[src/rtl/async_serial_unit.sv]
module async_serial_unit #(
  parameter int DIV_W     = 8,
  parameter int RESET_DIV = 1
) (
  input  logic       clk,
  input  logic       rst_n,
  input  logic       wr_en,
  input  logic       rd_en,
  input  logic [2:0] addr,
  input  logic [7:0] wdata,
  output logic [7:0] rdata,
  output logic       irq,
  input  logic       rxd,
  output logic       txd,
  input  logic       cts_n,
  output logic       rts_n
);
  localparam logic [2:0] A_CTRL = 3'd0, A_DIV = 3'd1, A_STAT = 3'd2, A_DATA = 3'd3, A_MASK = 3'd4;

  logic [6:0]       ctrl;
  logic [DIV_W-1:0] div_r, div_cnt;
  logic [7:0]       imask;

  wire [1:0] mode = ctrl[6:5];
  wire       md   = ctrl[4];
  wire       odd  = ctrl[3];
  wire       pen  = ctrl[2];
  wire       has_p = pen | md;
  wire [3:0] nbits = (ctrl[1:0] == 2'd0) ? 4'd6 : (ctrl[1:0] == 2'd1) ? 4'd7 : 4'd8;
  wire [3:0] total = nbits + {3'd0, has_p} + 4'd2;
  wire [7:0] dmask = 8'hFF >> (4'd8 - nbits);
  wire       wr_cmd = wr_en && addr == A_STAT;
  wire       rd_rx  = rd_en && addr == A_DATA;
  wire       tick   = div_cnt >= div_r;

  always_ff @(posedge clk or negedge rst_n)
    if (!rst_n) begin
      ctrl <= 7'h02; div_r <= DIV_W'(RESET_DIV); imask <= '0; div_cnt <= '0;
    end else begin
      div_cnt <= tick ? '0 : div_cnt + 1'b1;
      if (wr_en && addr == A_CTRL) ctrl  <= wdata[6:0];
      if (wr_en && addr == A_DIV)  div_r <= DIV_W'(wdata);
      if (wr_en && addr == A_MASK) imask <= wdata;
    end

  // transmitter
  logic [7:0]  thr;
  logic        thr_full, tx_busy, brk, send_addr;
  logic [3:0]  tx_sub, tx_cnt;
  logic [10:0] tx_sr, frame;
  wire [7:0] td   = thr & dmask;
  wire       pbit = md ? send_addr : (^td) ^ odd;
  wire tx_start   = !tx_busy && thr_full && !cts_n && !brk;

  always_comb begin
    frame = '1;
    frame[0] = 1'b0;
    for (int i = 0; i < 8; i++)
      if (i < int'(nbits)) frame[i+1] = td[i];
    if (has_p) frame[nbits+4'd1] = pbit;
  end

  always_ff @(posedge clk or negedge rst_n)
    if (!rst_n) begin
      thr <= '0; thr_full <= 1'b0; tx_busy <= 1'b0; brk <= 1'b0; send_addr <= 1'b0;
      tx_sub <= '0; tx_cnt <= '0; tx_sr <= '1;
    end else begin
      if (tx_start) begin
        tx_sr <= frame; tx_cnt <= total - 4'd1; tx_sub <= '0;
        tx_busy <= 1'b1; thr_full <= 1'b0; send_addr <= 1'b0;
      end else if (tx_busy && tick) begin
        tx_sub <= tx_sub + 4'd1;
        if (tx_sub == 4'd15) begin
          tx_sr <= {1'b1, tx_sr[10:1]};
          if (tx_cnt == 4'd0) tx_busy <= 1'b0;
          else tx_cnt <= tx_cnt - 4'd1;
        end
      end
      if (wr_cmd) begin
        if (wdata[0]) brk <= 1'b1;
        if (wdata[1]) brk <= 1'b0;
        if (wdata[3]) send_addr <= 1'b1;
      end
      if (wr_en && addr == A_DATA) begin thr <= wdata; thr_full <= 1'b1; end
    end

  wire tx_line = brk ? 1'b0 : (tx_busy ? tx_sr[0] : 1'b1);
  assign txd = (mode == 2'd0) ? tx_line : (mode == 2'd2) ? 1'b1 : rxd;

  // receiver
  wire rx_src = (mode == 2'd2) ? tx_line : (mode == 2'd3) ? 1'b1 : rxd;
  logic [1:0]  rs;
  logic        rx_busy, rx_wait_hi, rx_rdy, perr, ferr, ovr, bdet, raddr;
  logic [3:0]  rx_sub, rx_cnt;
  logic [2:0]  smp;
  logic [10:0] rx_sr;
  logic [7:0]  rx_data;
  wire         rx_in = rs[1];
  wire         maj   = (smp[0] & smp[1]) | (smp[0] & smp[2]) | (smp[1] & smp[2]);
  wire [10:0]  sr_n  = {maj, rx_sr[10:1]};
  wire [10:0]  fv    = sr_n >> (4'd11 - total);
  wire [7:0]   rdat  = fv[8:1] & dmask;
  wire         rpb   = fv[nbits+4'd1];
  wire         rstop = fv[total-4'd1];

  always_ff @(posedge clk or negedge rst_n)
    if (!rst_n) begin
      rs <= 2'b11; rx_busy <= 1'b0; rx_wait_hi <= 1'b0; rx_rdy <= 1'b0;
      {perr, ferr, ovr, bdet, raddr} <= '0;
      rx_sub <= '0; rx_cnt <= '0; smp <= '0; rx_sr <= '0; rx_data <= '0;
    end else begin
      rs <= {rs[0], rx_src};
      if (wr_cmd && wdata[2]) {perr, ferr, ovr, bdet, raddr} <= '0;
      if (rd_rx) rx_rdy <= 1'b0;
      if (rx_wait_hi) begin
        if (rx_in) rx_wait_hi <= 1'b0;
      end else if (!rx_busy) begin
        if (!rx_in) begin rx_busy <= 1'b1; rx_sub <= '0; rx_cnt <= '0; end
      end else if (tick) begin
        rx_sub <= rx_sub + 4'd1;
        if (rx_sub >= 4'd7 && rx_sub <= 4'd9) smp <= {smp[1:0], rx_in};
        if (rx_sub == 4'd15) begin
          if (rx_cnt == 4'd0 && maj) rx_busy <= 1'b0;
          else begin
            rx_sr <= sr_n;
            if (rx_cnt != total - 4'd1) rx_cnt <= rx_cnt + 4'd1;
            else begin
              rx_busy <= 1'b0;
              if (fv == '0) begin
                bdet <= 1'b1; rx_wait_hi <= 1'b1;
              end else begin
                if (!rstop) ferr <= 1'b1;
                if (rx_rdy && !rd_rx) ovr <= 1'b1;
                else begin
                  rx_data <= rdat; rx_rdy <= 1'b1; raddr <= md & rpb;
                  if (pen && !md && (rpb != ((^rdat) ^ odd))) perr <= 1'b1;
                end
              end
            end
          end
        end
      end
    end

  wire [7:0] status = {!tx_busy && !thr_full, raddr, bdet, ovr, ferr, perr, !thr_full, rx_rdy};
  assign irq   = |(status & imask);
  assign rts_n = rx_rdy;

  always_comb
    case (addr)
      A_CTRL:  rdata = {1'b0, ctrl};
      A_DIV:   rdata = 8'(div_r);
      A_STAT:  rdata = status;
      A_DATA:  rdata = rx_data;
      A_MASK:  rdata = imask;
      default: rdata = '0;
    endcase

  a_r7_break_holds_low: assert property (@(posedge clk) disable iff (!rst_n)
    (brk && mode == 2'd0) |-> !txd);
  a_r9_local_pin_idle: assert property (@(posedge clk) disable iff (!rst_n)
    (mode == 2'd2) |-> txd);
  a_r10_remote_wire: assert property (@(posedge clk) disable iff (!rst_n)
    (mode == 2'd3) |-> (txd == rxd));
  a_r12_cts_gate: assert property (@(posedge clk) disable iff (!rst_n)
    $rose(tx_busy) |-> !$past(cts_n));
  a_r5_overrun_keeps_data: assert property (@(posedge clk) disable iff (!rst_n)
    $rose(ovr) |-> $stable(rx_data));
  a_r6_break_no_load: assert property (@(posedge clk) disable iff (!rst_n)
    $rose(bdet) |-> $stable(rx_data));
endmodule

[config.mk]
export PLATFORM = sky130hd
export DESIGN_NAME = async_serial_unit
export DESIGN_NICKNAME = d
export VERILOG_FILES = /design/src/rtl/async_serial_unit.sv
export SDC_FILE = /design/constraint.sdc
export NUM_CORES = 1
export LEC_CHECK = 0
export ABC_AREA = 1
export CAP_MARGIN = 20
export CORE_MARGIN = 5
export CORE_UTILIZATION = 40
export CTS_CLUSTER_SIZE = 12
export DETAILED_ROUTE_END_ITERATION = 7
export GPL_TIMING_DRIVEN = 0
export PLACE_DENSITY_LB_ADDON = 0.15
export SETUP_SLACK_MARGIN = 0.5
export SLEW_MARGIN = 40
export SYNTH_ARGS = -nofsm -noshare
export SYNTH_HDL_FRONTEND = slang
export SYNTH_SLANG_ARGS = --single-unit
[constraint.sdc]
create_clock -name clk -period 3.3 [get_ports clk]
set_input_delay 0.495 -clock clk [delete_from_list [all_inputs] [get_ports clk]]
set_output_delay 0.495 -clock clk [all_outputs]
set_load 0.01 [all_outputs]
=== Word level (Yosys, flattened, before mapping) ===
Index checks and enable logic that the tools add are counted.

* Register bits after elaboration: 102
* Output and inout bits: 11
* Word-level logic and storage cells: 256

* Add/sub/neg operators: 11
* $lt $le $gt $ge: 14
* Equality and inequality tests: 17
* Shift-type cells: 2
* Mux-type cells: 122
* Bitwise logic cells: 17
* Reduce and logical (&&, ||, !) cells: 47

{| class="wikitable"
|+ Operators with widths
! kind !! number
|-
| $mux W1 || 96
|-
| $mux W4 || 16
|-
| $mux W11 || 4
|-
| $pmux W8 S5 || 1
|-
| $and A8 B8 Y8 || 3
|-
| $logic_and A1 B1 Y1 || 18
|-
| $add A4 B1 Y4 const B || 4
|-
| $lt A3 B4 Y1 const A || 4
|-
| $reduce_xor A8 Y1 || 2
|-
| $bwmux W11 || 1
|-
| $logic_not A11 Y1 || 1
|-
| $shr A11 B4 Y11 || 1
|-
| $lt A4 B5 Y1 const B || 2
|-
| $reduce_bool A2 Y1 || 5
|-
| $reduce_and A3 Y1 || 3
|-
| $add A8 B1 Y8 const B || 1
|-
| $bmux W1 S4 || 2
|-
| $eq A4 B4 Y1 const B || 2
|-
| $ge A8 B8 Y1 || 1
|-
| $logic_not A4 Y1 || 2
|-
| $lt A1 B4 Y1 const A || 2
|-
| $lt A2 B4 Y1 const A || 2
|-
| $mux W8 || 1
|-
| $reduce_and A8 Y1 || 1
|-
| 30 further kinds || 55
|}

=== Longest topological paths before layout ===
Gate-level depths: netlist of run 1.

* Depth after elaboration: 21
* Gate-level depth with buffers: 21
* Gate-level depth less buffers: 21

=== Worst setup path before layout of run 1 ===
Ideal clock, no wire load.

* Kind: flip-flop to flip-flop
* From: register ctrl[1]
* To: register rx_data[6]
* Arrival time: 2841 ps
* Required time: 3181 ps
* Slack: 340 ps
* Cell stages (with the launch flop): 17
* Path buffers: 3
* Period minus slack after synthesis: 2960 ps
* Cell sequence: dfstp_2 > buf_6 > nor2_1 > ha_1 > inv_2 > buf_2 > ha_1 > xnor2_1 > xor2_1 > nand3_1 > nor2_4 > nand2_2 > nor2_4 > nand2_4 > buf_8 > nand2_2 > o21ai_2

* Word-level cells in the longest chain between the ends: 10

{| class="wikitable"
|+ RTL lines
! item !! RTL line !! source
|-
| from (decl) || 20 || <nowiki>logic [6:0] ctrl;</nowiki>
|-
| from (signal assigned) || 41 || <nowiki>if (wr_en && addr == A_CTRL) ctrl <= wdata[6:0];</nowiki>
|-
| $eq A2 B1 Y1 || 29 || <nowiki>wire [3:0] nbits = (ctrl[1:0] == 2'd0) ? 4'd6 : (ctrl[1:0] == 2'd1) ? 4'd7 : 4'd8;</nowiki>
|-
| $mux W4 || 29 ||
|-
| $mux W4 (*) || 29 ||
|-
| $add A4 B1 Y4 || 30 || <nowiki>wire [3:0] total = nbits + {3'd0, has_p} + 4'd2;</nowiki>
|-
| $add A4 B2 Y4 || 30 ||
|-
| $sub A4 B4 Y4 || 101 || <nowiki>wire [10:0] fv = sr_n >> (4'd11 - total);</nowiki>
|-
| $shr A11 B4 Y11 || 101 ||
|-
| $logic_not A11 Y1 || 129 || <nowiki>if (fv == '0) begin</nowiki>
|-
| $not A1 Y1 (no source line) || n/a ||
|-
| $reduce_and A8 Y1 (no source line) || n/a ||
|-
| to (signal assigned) || 110 || <nowiki>rx_sub <= '0; rx_cnt <= '0; smp <= '0; rx_sr <= '0; rx_data <= '0;</nowiki>
|-
| to (signal assigned) || 135 || <nowiki>rx_data <= rdat; rx_rdy <= 1'b1; raddr <= md & rpb;</nowiki>
|-
| to (decl) || 97 || <nowiki>logic [7:0] rx_data;</nowiki>
|}

Mark *: on every way between the ends. The rest lies on a longest branch, timed or not.
A chain may end at the register's enable or synchronous reset.

=== Worst setup path after layout of run 1 ===
* From: register ctrl[1]
* To: register raddr

* Word-level cells in the longest chain between the ends: 18

{| class="wikitable"
|+ RTL lines
! item !! RTL line !! source
|-
| $eq A2 B1 Y1 || 29 ||
|-
| $mux W4 || 29 ||
|-
| $mux W4 (*) || 29 ||
|-
| $add A4 B1 Y4 || 30 ||
|-
| $add A4 B2 Y4 || 30 ||
|-
| $sub A4 B4 Y4 || 101 ||
|-
| $shr A11 B4 Y11 || 101 ||
|-
| $bmux W1 S4 || 103 || <nowiki>wire rpb = fv[nbits+4'd1];</nowiki>
|-
| (+2 left out) || n/a ||
|-
| $mux W1 || 133 || <nowiki>if (rx_rdy && !rd_rx) ovr <= 1'b1;</nowiki>
|-
| $mux W1 || 129 ||
|-
| $mux W1 (*) || 126 || <nowiki>if (rx_cnt != total - 4'd1) rx_cnt <= rx_cnt + 4'd1;</nowiki>
|-
| $mux W1 (*) || 123 || <nowiki>if (rx_cnt == 4'd0 && maj) rx_busy <= 1'b0;</nowiki>
|-
| $mux W1 (*) || 122 || <nowiki>if (rx_sub == 4'd15) begin</nowiki>
|-
| $mux W1 (*) || 119 || <nowiki>end else if (tick) begin</nowiki>
|-
| $mux W1 (*) || 117 || <nowiki>end else if (!rx_busy) begin</nowiki>
|-
| $mux W1 (*) || 115 || <nowiki>if (rx_wait_hi) begin</nowiki>
|-
| to (signal assigned) || 109 || <nowiki>{perr, ferr, ovr, bdet, raddr} <= '0;</nowiki>
|-
| to (signal assigned) || 113 || <nowiki>if (wr_cmd && wdata[2]) {perr, ferr, ovr, bdet, raddr} <= '0;</nowiki>
|-
| to (signal assigned) || 135 ||
|-
| to (decl) || 93 || <nowiki>logic rx_busy, rx_wait_hi, rx_rdy, perr, ferr, ovr, bdet, raddr;</nowiki>
|}

Mark *: on every way between the ends. The rest lies on a longest branch, timed or not. The select of a mux whose other input is x is not followed.

==> results of run 1 <==
## final cells by class
type	instances	area, um2
fill	1453	7760
multi-input combinational	576	3330
sequential	101	2550
timing repair buffer	52	493
inverter	102	388
tap	188	235
clock buffer	9	225
buffer	19	151
clock inverter	7	66.3
## path summary, 6_finish.rpt
kind	from	to	slack, ns	cells after the start
setup / recovery	ctrl[1]	raddr	0.54	16
hold / removal	rs[0]	rs[1]	0.36	0
setup reg to reg	ctrl[1]	raddr	0.54	16
hold reg to reg	rs[0]	rs[1]	0.36	0
max in group asynchronous	rst_n	div_r[0]	2.06	3
min in group asynchronous	rst_n	tx_sub[2]	0.59	2
## timing repair
action,4_1_cts,5_1_grt
pin swaps,9,8
gates resized for setup,22,29
setup endpoints to repair,28,46
setup buffers,13,10
hold endpoints to repair,1,0
hold buffers,1,0
## sequential cells by signal, indices dropped and copies added (netlist names), 2 cells and up
| name | cells |
|---|---|
| rx_sr | 10 |
| rx_cnt | 4 |
| tx_cnt | 4 |
| tx_sub | 4 |
| rx_data | 8 |
| div_cnt | 8 |
| ctrl | 7 |
| tx_sr | 11 |
| rs | 2 |
| rx_sub | 4 |
| thr | 8 |
| imask | 8 |
| div_r | 8 |
| smp | 3 |
## per-stage QoR
step | cells | cell area [um2] | setup TNS [ns] | total power [mW] | setup WS (ns)
2_1_floorplan | 798 | 6240 | 0 | 3.47 | 0.518
3_3_place_gp | 1013 | 6750 | -186.84 | 4.00 | -2.04
3_5_place_dp | 1014 | 6790 | -0.00444 | 4.08 | -0.00444
4_1_cts | 1044 | 7260 | 0 | 5.28 | 0.502
5_1_grt | 1054 | 7440 | 0 | 5.85 | 0.424
6_report | 1054 | 7440 | 0 | 5.40 | 0.542
## cells in the final DEF, fill, tap and decap left out, types with 5 or more instances in the layout
cell,synthesis,final
nand2_1,247,244
inv_1,87,87
o21ai_0,86,85
dfrtp_1,86,84
nand3_1,49,44
nor2_1,32,30
buf_4,1,23
clkdlybuf4s50_1,0,22
a21oi_1,18,17
ha_1,20,17
nand2_2,15,16
dfstp_2,15,15
o211ai_1,13,13
nand3_2,10,13
inv_2,13,12
nand4_1,9,9
o21ai_2,9,9
clkbuf_16,0,9
nor2_4,5,8
nand2_4,6,8
xor2_1,8,8
clkbuf_1,10,7
xnor2_1,8,7
nand3_4,3,5
## critical path, stage by stage, from the launching register on
cell	delay [ns]
dfstp_2	0.57
buf_8	0.11
nor2_4	0.05
ha_4	0.32
inv_4	0.05
buf_8	0.13
ha_4	0.19
xnor2_4	0.19
xor2_1	0.19
nand3_2	0.15
nor2_4	0.13
nand2_2	0.08
nor2_4	0.14
nand2_4	0.08
buf_12	0.14
nand3_1	0.07
o21ai_2	0.06
## kinds of logic after synthesis
kind of cell | Yosys count
xor+xnor | 17
simple gates | 399
flops | 101
fa+ha+maj | 20
compound gates | 140
buf+inv | 121
## metal layers
layer,global-route usage,vias up
li1,-,2712
met1,0.259,2616
met2,0.305,104
met3,0.0387,25
met4,0.0543,0
met5,0,-
## power by group
| group | switching, mW | leakage, nW | internal [mW] | total (mW) |
|---|---|---|---|---|
| sequential | 0.237 | 1.26 | 1.59 | 1.83 |
| clock | 0.533 | 0.141 | 0.530 | 1.06 |
| combinational | 1.52 | 2.19 | 0.992 | 2.51 |
| total | 2.29 | 3.59 | 3.11 | 5.40 |
==> flow_summary.toml, run 1 <==
[clock_tree]
clockBufferDepth = 2
cts-root-buf = "clkbuf_16"
cts.clk_slew.worst_paths_ns = 0.08
clkSinkCount = 101
clkLatencyLatePin_ns = 0.36
cts_tree = "done"
h-tree-depth = 3
cts_buffers = 9

[timing]
tightest_slew_ns = 0.507
rsz0062_at_grt = "yes"
fin_crit_ns = 2.76
skew_ns = 0.0109
slew_viol_final = 0
setup_viol = 0
hold_slack_ns = 0.359
max_freq_mhz = 363
relSlewSlack = 0.659
period_share = 0.836
finalHoldViolCount = 0

[floorplanning]
io_pins = 28
die_w_um = 135
die_h_um = 135
core_area_um2 = 15200
row_count = 45
dieArea_um2 = 18100
start_util = 0.409

[setup_path]
worst_setup_path_start_kind = "register"
critPathKind = "register to register"
worstPathArrival_ns = 3.00
critPathMaxFanout = 8
end_kind = "register"
worstPathRequired_ns = 3.55

[routing]
drt-total-wl_um = 16400
vias = 5457
highest_layer = "met4"
firstDrtPassIters = 5
ant_nets = 0
wl_met1_um = 7630
first_iter_violations = 470
drc_errors = 0
post_drt_wl_per_cell_um = 15.6
wl_met3_um = 540
via_per_inst = 5.18
route.met2.wl_um = 7940

[power]
p_leak_nw = 3.59
power.ir.vdd_worst_mv = 0.349
p_per_area_nw_per_um2 = 726

[yosys]
yosysSeqAreaShare = 0.410
synth_top_family_by_area = "simple AND/OR/NAND/NOR gates"
netlist_instances = 798
synth_top_cell_by_area = "dfrtp_1"
ys_warn_count = 0
synth_ff_type = "dfrtp_1"
yosys.area.top_type_share = 0.346
synth_most_common_cell = "nand2_1"
syn_area_um2 = 6220
ys_seq_elements = 101
synth_common_cells = "247 x nand2_1, 87 x inv_1, 86 x dfrtp_1, 86 x o21ai_0, 49 x nand3_1"
avgSynthCellArea_um2 = 7.79
synthMuxAreaShare = 0
async_flop_share = 1.00
synth_fa_ha_area_frac = 0.0403
synth_enable_flop_cells = 0
synthTopCellsByArea = "dfrtp_1 35%, nand2_1 15%, o21ai_0 6.9%, dfstp_2 6.3%, inv_1 5.3%"
synth_xor_area_frac = 0.0270
syn_nets = 835
synth.distinct_cells = 45
synthSimpleGateAreaFrac = 0.311
synth_compound_area_frac = 0.131

[run]
cap_violations = 0

[layout]
antenna_cells = 0
utilization = 0.489
drive_gt1_frac = 0.186
syn_to_final_growth_pct = 19.7
finalNetCount = 898

[global_routing]
grt_usage = 0.189
grt_max_degree = 67
grt_pass1_wl_um = 27300
antenna_found_initial = 0
grt_pass1_vias = 5221
grt-ovfl-total = 0

[placement]
dp_hpwl_um = 12200
gp_congestion = 0.907
io_buffers = 27

[status]
outcome = "finished, final reports clean"

[worst_hold_path]
min_path_type = "register to register"
Power figures use the tool's default switching activity.
==> run 2, diff against run 1 <==
- clock period: 3.3 -> 2.8 ns (I/O delays scaled with it)
==> flow_summary.toml, run 2 (synthesis gave the netlist of run 1 again) <==
[status]
outcome = "finished, final reports clean"

[floorplanning]
die_h_um = 135
dieArea_um2 = 18100
io_pins = 28
row_count = 45
start_util = 0.409
die_w_um = 135
core_area_um2 = 15200

[setup_path]
critPathTopFamily = "simple AND/OR/NAND/NOR gates"
end_kind = "register"
regToRegEndpoint = "rx_data[4]"
critPathKind = "register to register"
slowest_stage = "dfstp_2"
r2r-start = "ctrl[1]"
r2r_cells = 16
worstPathArrival_ns = 2.96
worstPathRequired_ns = 3.05
worstPathCellList = "buf_12, nor2_4, ha_4, inv_4, buf_8, ha_4, xnor2_4, xor2_1, nand3_2, nor2_4, nand2_2, nor2_4, nand2_4, buf_6, nand2_2, o21ai_2"
cp_num_buf_inv = 4
worst_setup_path_start_kind = "register"
rrSetupSlack_ns = 0.08
crit_top_cell = "nor2_4"
critPathMaxFanout = 4
max_stage_delay_ns = 0.59

[layout]
largest_reg_flops = 11
final_cell_count_no_fill = 1093
final_cell_mix = "223 x nand2_1, 84 x dfrtp_1, 77 x inv_1, 74 x o21ai_0, 46 x buf_4"
drive_gt1_frac = 0.287
finalNetCount = 937
fillerInstances = 1375
syn_to_final_growth_pct = 32.0
antenna_cells = 0
final_common_cell = "nand2_1"
reg_top3 = "tx_sr: 11 flops, rx_sr: 10 flops"
regMostFlops = "tx_sr"

[global_routing]
grt_pass1_vias = 5571
grt-ovfl-total = 0
antenna_found_initial = 0
grt_pass1_wl_um = 28300
grt_max_degree = 68
grt_usage = 0.196

[routing]
ant_nets = 0
post_drt_wl_per_cell_um = 15.9
firstDrtPassIters = 4
via_per_inst = 5.13
drt-total-wl_um = 17400
drc_errors = 0
vias = 5611
first_iter_violations = 353

[timing]
period_share = 0.970
setup_viol = 0
rsz0062_at_grt = "yes"
hold_slack_ns = 0.358
slew_viol_final = 0
tightest_slew_ns = 0.507
skew_ns = 0.00646
finalHoldViolCount = 0
relSlewSlack = 0.662
fin_crit_ns = 2.72
max_freq_mhz = 368

[placement]
gp_congestion = 0.878
dp_hpwl_um = 12200
io_buffers = 27
dpl.cell_count = 1014

[worst_hold_path]
hold_depth = 0
hold_start = "rs[0]"
min_to = "rs[1]"
min_path_type = "register to register"

[clock_tree]
cts_buffers = 9
h-tree-depth = 3
cts_tree = "done"
clockBufferDepth = 2
cts.clk_slew.worst_paths_ns = 0.08
cts-root-buf = "clkbuf_16"
clkSinkCount = 101
clkLatencyLatePin_ns = 0.35

[power]
p_leak_nw = 3.93
p_per_area_nw_per_um2 = 856
finalPower_mw = 7.02
power.ir.vdd_worst_mv = 0.346

[run]
cap_violations = 0
## run 2: worst max-delay path by stage
stage	from	slack (ns)	to	depth (start not counted)
after floorplan	ctrl[1]	0.15	rx_data[6]	16
after global placement	rst_n	-2.57	div_r[4]	1
after detailed placement	ctrl[4]	-0.24	rx_data[6]	16
after CTS	ctrl[1]	0.08	rx_data[6]	16
after global routing	ctrl[1]	-0.02	rx_cnt[2]	17
final	ctrl[1]	0.08	rx_data[4]	16
## run 2: power breakdown
group / internal, mW / total [mW] / switching (mW) / leakage (nW)
registers: 1.87 / 2.16 / 0.290 / 1.26
logic: 1.51 / 3.51 / 2.01 / 2.52
clock network: 0.734 / 1.35 / 0.613 / 0.152
## run 2: worst register-to-register path: cells and delay by family (launching register included)
family | cells | cell delay [ns]
AND/OR/NAND/NOR | 7 | 0.67
AO/OA/AOI/OAI | 1 | 0.05
adder cells (fa/ha/maj) | 2 | 0.49
buffers and inverters | 4 | 0.43
flip-flops | 1 | 0.59
XOR/XNOR | 2 | 0.39
## run 2: layout make-up
cell class / count / area (um2) / area share
tap: 188 / 235 / 0.0287
inverter: 102 / 405 / 0.0494
timing repair buffer: 90 / 877 / 0.107
sequential: 101 / 2550 / 0.311
buffer: 19 / 194 / 0.0236
multi-input combinational: 577 / 3620 / 0.442
clock inverter: 6 / 80.1 / 0.00976
clock buffer: 10 / 239 / 0.0291
## run 2: repair_timing
item                       CTS  global route
setup endpoints to repair   60            56
hold endpoints to repair    32             0
resized for setup           82            85
hold buffers                 1             0
pin swaps                   21            30
gates cloned                 2             2
buffers inserted            31            27
## run 2: per-layer routing
layer,vias up,share of wire,GRT usage
li1,2796,-,-
met1,2690,0.45,0.254
met2,101,0.49,0.330
met3,24,0.034,0.0402
met4,0,0.022,0.0594
met5,-,0,0
## run 2: metrics by stage
stage,cell area (um2),utilization,TNS (ns),setup WS [ns]
after detailed placement,6850,0.450,-2.45,-0.236
after floorplan,6300,-,0,0.151
final,8200,0.540,0,0.0828
after global placement,6800,0.447,-244.27,-2.57
after global routing,8200,0.540,-0.0356,-0.0155
after CTS,7680,0.505,0,0.0839
==> run 3, diff against run 2 <==
==> constraint.sdc (replaced) <==
create_clock -name clk -period 2.8 [get_ports clk]
set_input_delay 0.56 -clock clk [delete_from_list [all_inputs] [get_ports clk]]
set_output_delay 0.56 -clock clk [all_outputs]
set_load 0.01 [all_outputs]
==> flow_summary.toml, run 3 (synthesis gave the netlist of run 1 again) <==
[power]
combPwrFrac = 0.501
power.switching_mw = 2.93
sequentialPowerShare = 0.307
p_leak_nw = 3.92
clkPwrFrac = 0.192
finalPower_mw = 7.03
switching_share = 0.417
p_per_area_nw_per_um2 = 856
p_int_mw = 4.10
power.ir.vdd_worst_mv = 0.340

[routing]
firstDrtPassIters = 5
via_per_inst = 5.17
drt-total-wl_um = 17600
ant_nets = 0
drc_errors = 0
first_iter_violations = 405
vias = 5664
post_drt_wl_per_cell_um = 16.0

[floorplanning]
die_w_um = 135
start_util = 0.409
dieArea_um2 = 18100
row_count = 45
io_pins = 28
die_h_um = 135
core_area_um2 = 15200

[layout]
largest_reg_flops = 11
final_cell_mix = "219 x nand2_1, 84 x dfrtp_1, 78 x inv_1, 72 x o21ai_0, 50 x buf_4"
drive_gt1_frac = 0.301
finalNetCount = 939
reg_top3 = "tx_sr: 11 flops, rx_sr: 10 flops"
regMostFlops = "tx_sr"
design_area_um2 = 8210
final_common_cell = "nand2_1"
syn_to_final_growth_pct = 32.0
antenna_cells = 0
fillerInstances = 1370

[setup_path]
max_stage_delay_ns = 0.59
worstPathArrival_ns = 2.97
worstPathCellList = "buf_12, nor2_4, ha_4, inv_4, buf_8, ha_4, xnor2_4, xor2_1, nand3_2, nor2_4, nand2_2, nor2_4, nand2_4, buf_6, nand2_2, o21ai_2"
crit_top_cell = "nor2_4"
worst_setup_path_start_kind = "register"
slowest_stage = "dfstp_2"
worstPathRequired_ns = 3.05
end_kind = "register"
critPathKind = "register to register"
critPathMaxFanout = 4

[placement]
io_buffers = 27
gp_congestion = 0.878
dp_slack_ns = -0.445
post_dp_cell_area_um2 = 6850
dp_hpwl_um = 12200

[timing]
max_freq_mhz = 367
tightest_slew_ns = 0.491
timing.final.ws_setup_ns = 0.0767
skew_ns = 0.00849
period_share = 0.973
rsz0062_at_grt = "yes"
slew_viol_final = 0
setup_tns_ns = 0
relSlewSlack = 0.673
setup_viol = 0
fin_crit_ns = 2.72
finalHoldViolCount = 0

[global_routing]
grt_usage = 0.195
grt_max_degree = 68
grt-ovfl-total = 0
grt_pass1_wl_um = 28300
grt_pass1_vias = 5593
antenna_found_initial = 0

[clock_tree]
postCtsHoldBufs = 0
clockBufferDepth = 2
cts.clk_slew.worst_paths_ns = 0.08
cts-root-buf = "clkbuf_16"
cts_buffers = 9
clkLatencyLatePin_ns = 0.36
clkSinkCount = 101
h-tree-depth = 3
cts_tree = "done"

[worst_hold_path]
min_path_type = "primary input to async pin"

[status]
outcome = "finished, final reports clean"

[run]
cap_violations = 0
==> run 3: stage by stage <==
stage                     instances  hold slack [ns]  utilization
after detailed placement       1014            0.349        0.450
after global placement         1013            0.348        0.447
after CTS                      1070           0.0639        0.507
final                          1095           0.0627        0.540
after global routing           1095           0.0752        0.540
after floorplan                 798            0.264            -
==> run 3: what timing repair did <==
| action | 4_1_cts | 5_1_grt |
|---|---|---|
| setup buffers | 38 | 23 |
| endpoints found under the setup margin | 61 | 58 |
| cloned | 2 | 2 |
| hold endpoints to repair | 0 | 0 |
| pin swaps | 24 | 29 |
| gates resized for setup | 98 | 92 |
==> run 3: final timing paths <==
kind                         start         end  slack (ns)  cells past startpoint
max                        ctrl[1]  rx_data[4]        0.08                     16
min                          rst_n    rx_sr[7]        0.06                      1
max reg2reg                ctrl[1]  rx_data[4]        0.08                     16
min reg2reg                  rs[0]       rs[1]        0.36                      0
max in group asynchronous    rst_n    div_r[0]        2.08                      2
min in group clk             rs[0]       rs[1]        0.36                      0
==> run 3: final cells by class <==
| cell class | count | area, um2 | share of cell area |
|---|---|---|---|
| multi-input combinational | 577 | 3650 | 0.444 |
| sequential | 101 | 2550 | 0.311 |
| timing repair buffer | 92 | 858 | 0.105 |
| inverter | 102 | 403 | 0.0491 |
| clock buffer | 10 | 239 | 0.0291 |
| tap | 188 | 235 | 0.0287 |
| buffer | 19 | 194 | 0.0236 |
| clock inverter | 6 | 80.1 | 0.00976 |
==> run 3: per-layer routing <==
layer / up-vias / GRT usage / share of wire
li1: 2800 / - / -
met1: 2719 / 0.251 / 0.44
met2: 116 / 0.330 / 0.50
met3: 29 / 0.0402 / 0.036
met4: 0 / 0.0617 / 0.025
met5: - / 0 / 0
==> run 3: critical path, delay by kind of cell (launching register included) <==
kind	cells	cell delay, ns
AO/OA/AOI/OAI	1	0.05
XOR/XNOR	2	0.39
adder cells (fa/ha/maj)	2	0.49
buffers and inverters	4	0.43
flip-flops	1	0.59
AND/OR/NAND/NOR	7	0.65
==> run 3: power groups by stage <==
stage | Sequential (mW) | Combinational [mW] | Clock (mW)
finish | 2.16 | 3.52 | 1.35
global route | 2.20 | 3.90 | 1.45
CTS | 2.15 | 3.03 | 1.38
detailed placement | 2.17 | 2.67 | 0
global placement | 2.16 | 2.59 | 0
floorplan | 2.09 | 2.05 | 0
